[config.mk]
export PLATFORM = sky130hd
export DESIGN_NAME = pgwalk_top
export DESIGN_NICKNAME = d
export VERILOG_FILES = /design/src/rtl/ptw_pkg.sv /design/src/rtl/ptw_base_ctl.sv /design/src/rtl/ptw_walk_fsm.sv /design/src/rtl/ptw_result_reg.sv /design/src/rtl/pgwalk_top.sv
export SDC_FILE = /design/constraint.sdc
export NUM_CORES = 1
export LEC_CHECK = 0
export CORE_ASPECT_RATIO = 0.8
export CORE_MARGIN = 3
export CORE_UTILIZATION = 50
export DETAILED_ROUTE_END_ITERATION = 8
export PLACE_DENSITY = 0.88
export SYNTH_ARGS = -nofsm -noshare
export SYNTH_HDL_FRONTEND = slang
export SYNTH_SLANG_ARGS = --single-unit
[constraint.sdc]
create_clock -name clk -period 6.55 [get_ports clk]
set_input_delay 0.655 -clock clk [delete_from_list [all_inputs] [get_ports clk]]
set_output_delay 0.655 -clock clk [all_outputs]
set_load 0.005 [all_outputs]
[src/rtl/ptw_pkg.sv]
package ptw_pkg;
  typedef enum logic [1:0] {
    ST_IDLE = 2'd0,
    ST_READ = 2'd1,
    ST_WAIT = 2'd2,
    ST_DONE = 2'd3
  } walk_state_t;
endpackage

[src/rtl/ptw_base_ctl.sv]
module ptw_base_ctl #(
  parameter int PA_W = 32
) (
  input  logic            clk,
  input  logic            rst,
  input  logic            idle,
  input  logic            wr_en,
  input  logic [PA_W-1:0] wr_data,
  output logic [PA_W-1:0] base
);
  logic            pend_q;
  logic [PA_W-1:0] pend_data_q;
  logic [PA_W-1:0] base_q;

  always_ff @(posedge clk) begin
    if (rst) begin
      base_q      <= '0;
      pend_q      <= 1'b0;
      pend_data_q <= '0;
    end else if (wr_en && !idle) begin
      pend_q      <= 1'b1;
      pend_data_q <= wr_data;
    end else if (wr_en) begin
      base_q <= wr_data;
      pend_q <= 1'b0;
    end else if (pend_q && idle) begin
      base_q <= pend_data_q;
      pend_q <= 1'b0;
    end
  end

  assign base = base_q;
endmodule

[src/rtl/ptw_walk_fsm.sv]
module ptw_walk_fsm
  import ptw_pkg::*;
#(
  parameter int VA_W  = 32,
  parameter int PA_W  = 32,
  parameter int OFF_W = 12,
  parameter int PTE_W = 32
) (
  input  logic               clk,
  input  logic               rst,
  input  logic               req_valid,
  input  logic [VA_W-1:0]    req_vaddr,
  input  logic [PA_W-1:0]    base,
  input  logic               mem_req_ready,
  input  logic               mem_rsp_valid,
  output logic               idle,
  output logic               mem_req_valid,
  output logic [PA_W-1:0]    mem_req_addr,
  output logic               capture,
  output logic               done,
  output logic [VA_W-OFF_W-1:0] vpn,
  output logic [OFF_W-1:0]   off
);
  localparam int VPN_W  = VA_W - OFF_W;
  localparam int ENT_SH = $clog2(PTE_W / 8);
  localparam int PAD_W  = PA_W - VPN_W - ENT_SH;

  walk_state_t st_q, st_d;
  logic [VPN_W-1:0] vpn_q;
  logic [OFF_W-1:0] off_q;

  always_comb begin
    st_d = st_q;
    unique case (st_q)
      ST_IDLE: if (req_valid)     st_d = ST_READ;
      ST_READ: if (mem_req_ready) st_d = ST_WAIT;
      ST_WAIT: if (mem_rsp_valid) st_d = ST_DONE;
      ST_DONE:                    st_d = ST_IDLE;
      default:                    st_d = ST_IDLE;
    endcase
  end

  always_ff @(posedge clk) begin
    if (rst) begin
      st_q  <= ST_IDLE;
      vpn_q <= '0;
      off_q <= '0;
    end else begin
      st_q <= st_d;
      if (st_q == ST_IDLE && req_valid) begin
        vpn_q <= req_vaddr[VA_W-1:OFF_W];
        off_q <= req_vaddr[OFF_W-1:0];
      end
    end
  end

  assign idle          = (st_q == ST_IDLE);
  assign mem_req_valid = (st_q == ST_READ);
  assign mem_req_addr  = base + {{PAD_W{1'b0}}, vpn_q, {ENT_SH{1'b0}}};
  assign capture       = (st_q == ST_WAIT) && mem_rsp_valid;
  assign done          = (st_q == ST_DONE);
  assign vpn           = vpn_q;
  assign off           = off_q;
endmodule

[src/rtl/ptw_result_reg.sv]
module ptw_result_reg #(
  parameter int VPN_W     = 20,
  parameter int OFF_W     = 12,
  parameter int PFN_W     = 20,
  parameter int PTE_W     = 32,
  parameter int VALID_BIT = 31
) (
  input  logic                   clk,
  input  logic                   rst,
  input  logic                   capture,
  input  logic [PTE_W-1:0]       pte_in,
  input  logic [VPN_W-1:0]       vpn_in,
  input  logic [OFF_W-1:0]       off_in,
  output logic                   fault,
  output logic [PFN_W+OFF_W-1:0] paddr,
  output logic [VPN_W-1:0]       vpn,
  output logic [PFN_W-1:0]       pfn,
  output logic [PTE_W-1:0]       pte
);
  always_ff @(posedge clk) begin
    if (rst) begin
      fault <= 1'b0;
      paddr <= '0;
      vpn   <= '0;
      pfn   <= '0;
      pte   <= '0;
    end else if (capture) begin
      fault <= ~pte_in[VALID_BIT];
      paddr <= {pte_in[PFN_W-1:0], off_in};
      vpn   <= vpn_in;
      pfn   <= pte_in[PFN_W-1:0];
      pte   <= pte_in;
    end
  end
endmodule

[src/rtl/pgwalk_top.sv]
module pgwalk_top #(
  parameter int VA_W      = 32,
  parameter int PA_W      = 32,
  parameter int OFF_W     = 12,
  parameter int PTE_W     = 32,
  parameter int VALID_BIT = 31,
  localparam int VPN_W    = VA_W - OFF_W,
  localparam int PFN_W    = PA_W - OFF_W
) (
  input  logic             clk,
  input  logic             rst,
  input  logic             base_wr_en,
  input  logic [PA_W-1:0]  base_wr_data,
  input  logic             req_valid,
  input  logic [VA_W-1:0]  req_vaddr,
  output logic             req_ready,
  output logic             mem_req_valid,
  output logic [PA_W-1:0]  mem_req_addr,
  input  logic             mem_req_ready,
  input  logic             mem_rsp_valid,
  input  logic [PTE_W-1:0] mem_rsp_data,
  output logic             done,
  output logic             fault,
  output logic [PA_W-1:0]  paddr,
  output logic             refill_valid,
  output logic [VPN_W-1:0] refill_vpn,
  output logic [PFN_W-1:0] refill_pfn,
  output logic [PTE_W-1:0] refill_pte
);
  logic             idle;
  logic             capture;
  logic [PA_W-1:0]  base;
  logic [VPN_W-1:0] walk_vpn;
  logic [OFF_W-1:0] walk_off;

  ptw_base_ctl #(.PA_W(PA_W)) base_i (
    .clk(clk), .rst(rst), .idle(idle),
    .wr_en(base_wr_en), .wr_data(base_wr_data), .base(base)
  );

  ptw_walk_fsm #(
    .VA_W(VA_W), .PA_W(PA_W), .OFF_W(OFF_W), .PTE_W(PTE_W)
  ) fsm_i (
    .clk(clk), .rst(rst), .req_valid(req_valid), .req_vaddr(req_vaddr),
    .base(base), .mem_req_ready(mem_req_ready), .mem_rsp_valid(mem_rsp_valid),
    .idle(idle), .mem_req_valid(mem_req_valid), .mem_req_addr(mem_req_addr),
    .capture(capture), .done(done), .vpn(walk_vpn), .off(walk_off)
  );

  ptw_result_reg #(
    .VPN_W(VPN_W), .OFF_W(OFF_W), .PFN_W(PFN_W),
    .PTE_W(PTE_W), .VALID_BIT(VALID_BIT)
  ) res_i (
    .clk(clk), .rst(rst), .capture(capture), .pte_in(mem_rsp_data),
    .vpn_in(walk_vpn), .off_in(walk_off), .fault(fault), .paddr(paddr),
    .vpn(refill_vpn), .pfn(refill_pfn), .pte(refill_pte)
  );

  assign req_ready    = idle;
  assign refill_valid = done & ~fault;
endmodule

After elaboration in Yosys (flattened, before gate mapping)
Index checks and enable logic that the tools add are counted.
- register bits: 204
- output and inout port bits: 141
- logic and storage cells: 41
- add/subtract/negate cells: 1
- equality and inequality tests: 6
- multiplexer cells: 9
- bitwise logic cells: 4
- reduce and logical (&&, ||, !) cells: 10
- operators by type and width (kind ; number):
    $mux 32 ; 2
    $add 32x22->32 ; 1
    $pmux 2 s4 ; 1
    $mux 2 ; 3
    $eq 2x2->1 const B ; 2
    $logic_and 1x1->1 ; 4
    $ne 2x2->1 const B ; 2
    $mux 1 ; 3
    $not 1->1 ; 3
    $reduce_and 3->1 ; 1
    $reduce_bool 3->1 ; 1
    $eq 2x1->1 const B ; 1
    $logic_not 2->1 ; 1
    $ne 2x1->1 const B ; 1
    $reduce_and 2->1 ; 1
    $reduce_bool 2->1 ; 1
    $and 1x1->1 ; 1
    $logic_not 1->1 ; 1

Depth between registers and ports, before layout
- depth after elaboration: 5
- gate-level depth with buffers: 9
- depth with buffers taken out: 9

By module
Synthesis repeated with hierarchy kept, for this count alone.
- cells, all modules: 859
- area total of the unflattened synthesis: 7901.3 µm²
- by module, submodules not included (module ; instances ; cells an instance ; area an instance (µm²) ; seq. area each (µm²)):
    ptw_result_reg ; 1 ; 251 ; 2653.8 ; 1301.2
    ptw_base_ctl ; 1 ; 254 ; 2652.5 ; 1301.2
    ptw_walk_fsm ; 1 ; 353 ; 2581.2 ; 680.7
    pgwalk_top ; 1 ; 1 ; 13.8 ; 0.0

Worst setup path before layout
Ideal clock, no wire load.
- path kind: register -> output
- start point: reg base_i.base_q[2], in the netlist base_i.base[2]
- end point: out mem_req_addr[12]
- data arrival time: 2115 ps
- data required time: 5895 ps
- slack: 3780 ps
- stages on the path, launching flop included: 10
- path buffers: 0
- cell sequence: dfxtp_1 > ha_1 > fa_1 > a211oi_2 > o21ai_1 > a21o_1 > a21o_1 > a21o_1 > a21oi_1 > xnor2_1
- word-level cells in the longest chain between the ends: 1
- RTL lines (element ; RTL line ; source):
    from (decl) ; ptw_base_ctl.sv:13 ; logic [PA_W-1:0] base_q;
    from (signal assigned) ; ptw_base_ctl.sv:24 ; base_q <= wr_data;
    from (signal assigned) ; ptw_base_ctl.sv:27 ; base_q <= pend_data_q;
    $add 32x22->32 ; ptw_walk_fsm.sv:59 ; assign mem_req_addr = base + {{PAD_W{1'b0}}, vpn_q, {ENT_SH{1'b0}}};
    to (decl) ; pgwalk_top.sv:18 ; output logic [PA_W-1:0] mem_req_addr,
Every way passes these cells.

Final worst setup path
- start point: reg fsm_i.vpn_q[0], in the netlist fsm_i.vpn[0]
- end point: out mem_req_addr[30]
- word-level cells in the longest chain between the ends: 1
- RTL lines (element ; RTL line ; source):
    from (decl) ; ptw_walk_fsm.sv:29 ; logic [VPN_W-1:0] vpn_q;
    from (signal assigned) ; ptw_walk_fsm.sv:51 ; vpn_q <= req_vaddr[VA_W-1:OFF_W];
    $add 32x22->32 ; ptw_walk_fsm.sv:59 ;
Every way passes these cells.

==> results.md <==
* Run status: finished clean
* Number of antenna violations at the first check in global routing at 1
* Clock Path Buffers at 2
* P_leak at 3.85 nW
* Total I/O pin count at between 200 and 250
* Capture endpoint of the worst hold path: res_i.paddr[0]
* Yosys warnings at 0
* Post-cts gate resize count at 0
* Launching element type of the critical path: flop
* Total inserted antenna cells at 0
* Cell at the root of the clock tree: sky130_fd_sc_hd__clkbuf_16
* Biggest area contributors in the synthesized netlist: sky130_fd_sc_hd__dfxtp_1, sky130_fd_sc_hd__nand2_1, sky130_fd_sc_hd__a21oi_1
* Reported max-cap violation count at 0
* Worst Hold Launch: fsm_i.off[0]
* Worst IR Drop VDD at 0.213 mV
* Setup WS post-layout at 2.62 ns
* Signal arrival time at the worst endpoint at roughly 3.3 ns
* Required time at the endpoint of the critical path at just under 6 ns
* Number of routed nets with antenna violations at 0
* Portion of synthesized cell area occupied by the leading cell type at a little over two fifths
* Maximum fanout along the worst path at 5
* R2R setup slack at around 4.5 ns
* CP endpoint kind: output pin
* Critical path, cell by cell: ha_1 > fa_1 > a211oi_2 > o21ai_1 > nand4_1 > nand2_2 > o32a_4 > nand3_2 > xnor2_1 > clkdlybuf4s50_1
* Wire length of the first global-routing pass at between 30000 and 40000 microns
* Synth async-reset ratio at 0%
* Initial core utilization at about 52%
* Most area-hungry cell type in the Yosys netlist: sky130_fd_sc_hd__dfxtp_1
* Clock period minus worst slack at 3.93 ns
* Overflow after GRT at 0
* Number of synthesized flops with an enable pin at 0
* Width of the die at ~140 microns
* Power density of the placed cells at about 350 nW/um^2
* Final-layout fill cell count at 1161
* Remaining max-slew budget at the tightest pin at about a quarter
* Slowest cell delay on critical path at approximately 0.54 ns
* Signed area change from the synthesized netlist to the final layout at 36.0%
* Worst r2r src: fsm_i.st_q[0]
* Post-CTS Hold Fix Bufs at 0
* Placement Setup Slack at about 3.1 ns
* Number of design-rule violations left by the first detailed-router iteration at about 460
* Primary flip-flop cell chosen by synthesis mapping: sky130_fd_sc_hd__dfxtp_1
* Flops & latches, synth at between 150 and 200
* Clock buffers created by TritonCTS at 17
* Clock latency on the worst-skew pair at around 0.42 ns
* Worst r2r dst: res_i.vpn[18]
* Number of clock sinks at between 150 and 200
* Number of vias in the routed layout at just under 7000
* Final RePlAce weighted congestion at 0.904
* First-pass iteration count of the detailed router at 6
* Critical Path Slowest Stage Cell: sky130_fd_sc_hd__clkdlybuf4s50_1
* Via/cell ratio at roughly 5.3
* Wirelength per Cell at ~16 microns
* Sum Neg Setup Slack at 0 ns
* Cells on Worst Hold Path at 2
* CTS tree: built
* WP buf/inv at 1
* Die footprint at about 17000 sq um
* Number of remaining DRC errors at 0
* Register clock-pin slew on the reported worst setup and hold paths at approximately 0.070 ns
* Count of unique library cells instantiated by Yosys at between 40 and 50
* Classification of the worst setup path: reg -> out
* Post-detail-place hpwl at 14800 microns
* Worst Skew at 0.00920 ns
* Number of buffers inserted by post-CTS setup repair at 0
* Core footprint at between 10000 and 15000 sq um
* Sequential-to-total area share from yosys stat at 43.4%
* Final number of max-transition violations at 0
* Cell area after synthesis at ~7600 sq um
* Worst min-delay path class: reg -> reg
* Net count of the mapped netlist at roughly 1100
* Share of post-route cells with drive strength above 1 at about 5.4%
* # setup viols final at 0
* Via count of the first global-routing pass at 6521
* Gate Count Post-Synth at 949
* Avg Inst Size Synth at 7.96 sq um
* Non-Filler Cell Area, Final at between 10000 and 15000 sq um
* Post-layout nets at around 1200
* Count of buffers from port buffering at roughly 240
* Fin Hold WS at between 0.4 and 0.5 ns
* CTS H-tree depth at 4
* Pin count of the biggest net entering global routing at between 100 and 150
* Post-placement cell area at just under 10000 sq um
* Worst Reg2Reg Path Length in Cells at 6
* Tightest Pin Transition at 1.12 ns
* RSZ-0062 raised after global routing: no
* WL final at approximately 21000 microns
* Site row count at 39
* Number of endpoints with negative hold slack in the final report at 0
* Share of the clock period used by the worst path at approximately three fifths
* Family of cells with the greatest summed delay on the critical path: compound AO/OA/AOI/OAI gates
* Die boundary height at between 100 and 150 microns
* Global-route usage over all layers at between 20% and 30%
* Fmax achieved at between 200 and 300 MHz
[cell type report]
cell class | instances | area, sq um | share of cell area, %
Clock buffer | 18 | 429 | 4.17
Clock inverter | 14 | 130 | 1.27
Inverter | 6 | 22.5 | 0.219
Multi-Input combinational cell | 677 | 3710 | 36.1
Sequential cell | 164 | 3280 | 31.9
Tap cell | 184 | 230 | 2.24
Timing Repair Buffer | 250 | 2470 | 24.1
[worst max-delay path by stage]
stage / from / end / slack, ns / cells past startpoint
2_1_floorplan: base_i.base[2] / mem_req_addr[12] / 3.78 / 9
3_5_place_dp: fsm_i.vpn[0] / mem_req_addr[28] / 3.09 / 10
3_3_place_gp: base_i.base[2] / mem_req_addr[30] / 3.10 / 10
4_1_cts: fsm_i.vpn[0] / mem_req_addr[28] / 2.61 / 10
5_1_grt: base_i.base[10] / mem_req_addr[31] / 2.45 / 9
6_report: fsm_i.vpn[0] / mem_req_addr[30] / 2.62 / 10
[Yosys cell counts (8+ instances only)]
| cell | number |
|---|---|
| sky130_fd_sc_hd__a211oi_1 | 35 |
| sky130_fd_sc_hd__clkbuf_1 | 46 |
| sky130_fd_sc_hd__xor2_1 | 12 |
| sky130_fd_sc_hd__nor2_1 | 51 |
| sky130_fd_sc_hd__dfxtp_1 | 164 |
| sky130_fd_sc_hd__buf_1 | 8 |
| sky130_fd_sc_hd__o21ai_0 | 13 |
| sky130_fd_sc_hd__ha_1 | 24 |
| sky130_fd_sc_hd__xnor2_1 | 14 |
| sky130_fd_sc_hd__buf_4 | 42 |
| sky130_fd_sc_hd__a21oi_1 | 146 |
| sky130_fd_sc_hd__nand2_1 | 279 |
| sky130_fd_sc_hd__mux2i_1 | 33 |
[cell usage in the layout (no fill, tap or decap), types with 4 or more instances in the layout]
| cell | synthesis | routed |
|---|---|---|
| sky130_fd_sc_hd__a211oi_1 | 35 | 35 |
| sky130_fd_sc_hd__a21o_1 | 4 | 4 |
| sky130_fd_sc_hd__a21oi_1 | 146 | 146 |
| sky130_fd_sc_hd__buf_4 | 42 | 9 |
| sky130_fd_sc_hd__clkbuf_16 | 0 | 17 |
| sky130_fd_sc_hd__clkdlybuf4s50_1 | 0 | 240 |
| sky130_fd_sc_hd__clkinv_4 | 0 | 6 |
| sky130_fd_sc_hd__dfxtp_1 | 164 | 164 |
| sky130_fd_sc_hd__ha_1 | 24 | 24 |
| sky130_fd_sc_hd__inv_1 | 6 | 6 |
| sky130_fd_sc_hd__mux2i_1 | 33 | 33 |
| sky130_fd_sc_hd__nand2_1 | 279 | 278 |
| sky130_fd_sc_hd__nand3_2 | 4 | 4 |
| sky130_fd_sc_hd__nand4_1 | 6 | 6 |
| sky130_fd_sc_hd__nor2_1 | 51 | 51 |
| sky130_fd_sc_hd__nor2b_1 | 6 | 4 |
| sky130_fd_sc_hd__nor3_1 | 4 | 4 |
| sky130_fd_sc_hd__o21a_1 | 4 | 4 |
| sky130_fd_sc_hd__o21ai_0 | 13 | 13 |
| sky130_fd_sc_hd__o21ai_1 | 5 | 5 |
| sky130_fd_sc_hd__xnor2_1 | 14 | 14 |
| sky130_fd_sc_hd__xor2_1 | 12 | 12 |
[where the power goes]
part | switching (W) | leakage, nW | internal [W]
clock network | 0.000416 | 0.271 | 0.000526
registers | 0.000142 | 1.34 | 0.00119
logic | 0.000688 | 2.24 | 0.000650
total | 0.00125 | 3.85 | 0.00236
[layer usage]
metal / global-route usage (%) / vias to the layer above / part of all wire [%]
li1: - / 3483 / -
met4: 7.28 / 2 / 1.6
met2: 38.4 / 250 / 47
met3: 7.88 / 32 / 8.1
met1: 31.1 / 3196 / 43
met5: 0 / - / 0.097
[cells by family after synthesis]
logic type	after synthesis	synth area share, %
and+or+nand+nor	367	19.7
muxes	33	4.37
DFF	164	43.4
adders and majority gates	25	4.24
AOI/OAI and AO/OA	226	17.6
buffers and inverters	108	7.63
xor gates and xnor gates	26	3.01
[worst min-delay path: cells and delay by family (launching register included)]
kind | cells | cell delay [ns]
flip-flops | 1 | 0.31
AO/OA/AOI/OAI | 1 | 0.05
AND/OR/NAND/NOR | 1 | 0.05
[per-stage QoR]
stage	total power, W	util, %	cells
after CTS	0.00363	70.7	1313
after global routing	0.00383	70.7	1313
after detailed placement	0.00269	66.9	1281
after global placement	0.00265	66.9	1281
after floorplan	0.00211	-	949
final	0.00361	70.7	1313
[sequential cells by signal, indices dropped and copies added (netlist names)]
register,cells
fsm_i.off,12
base_i.pend_data_q,32
res_i.pte,32
res_i.fault,1
fsm_i.vpn,20
fsm_i.st_q,2
base_i.base,32
res_i.vpn,20
base_i.pend_q,1
res_i.paddr,12
(Power assumes the default switching activity.)
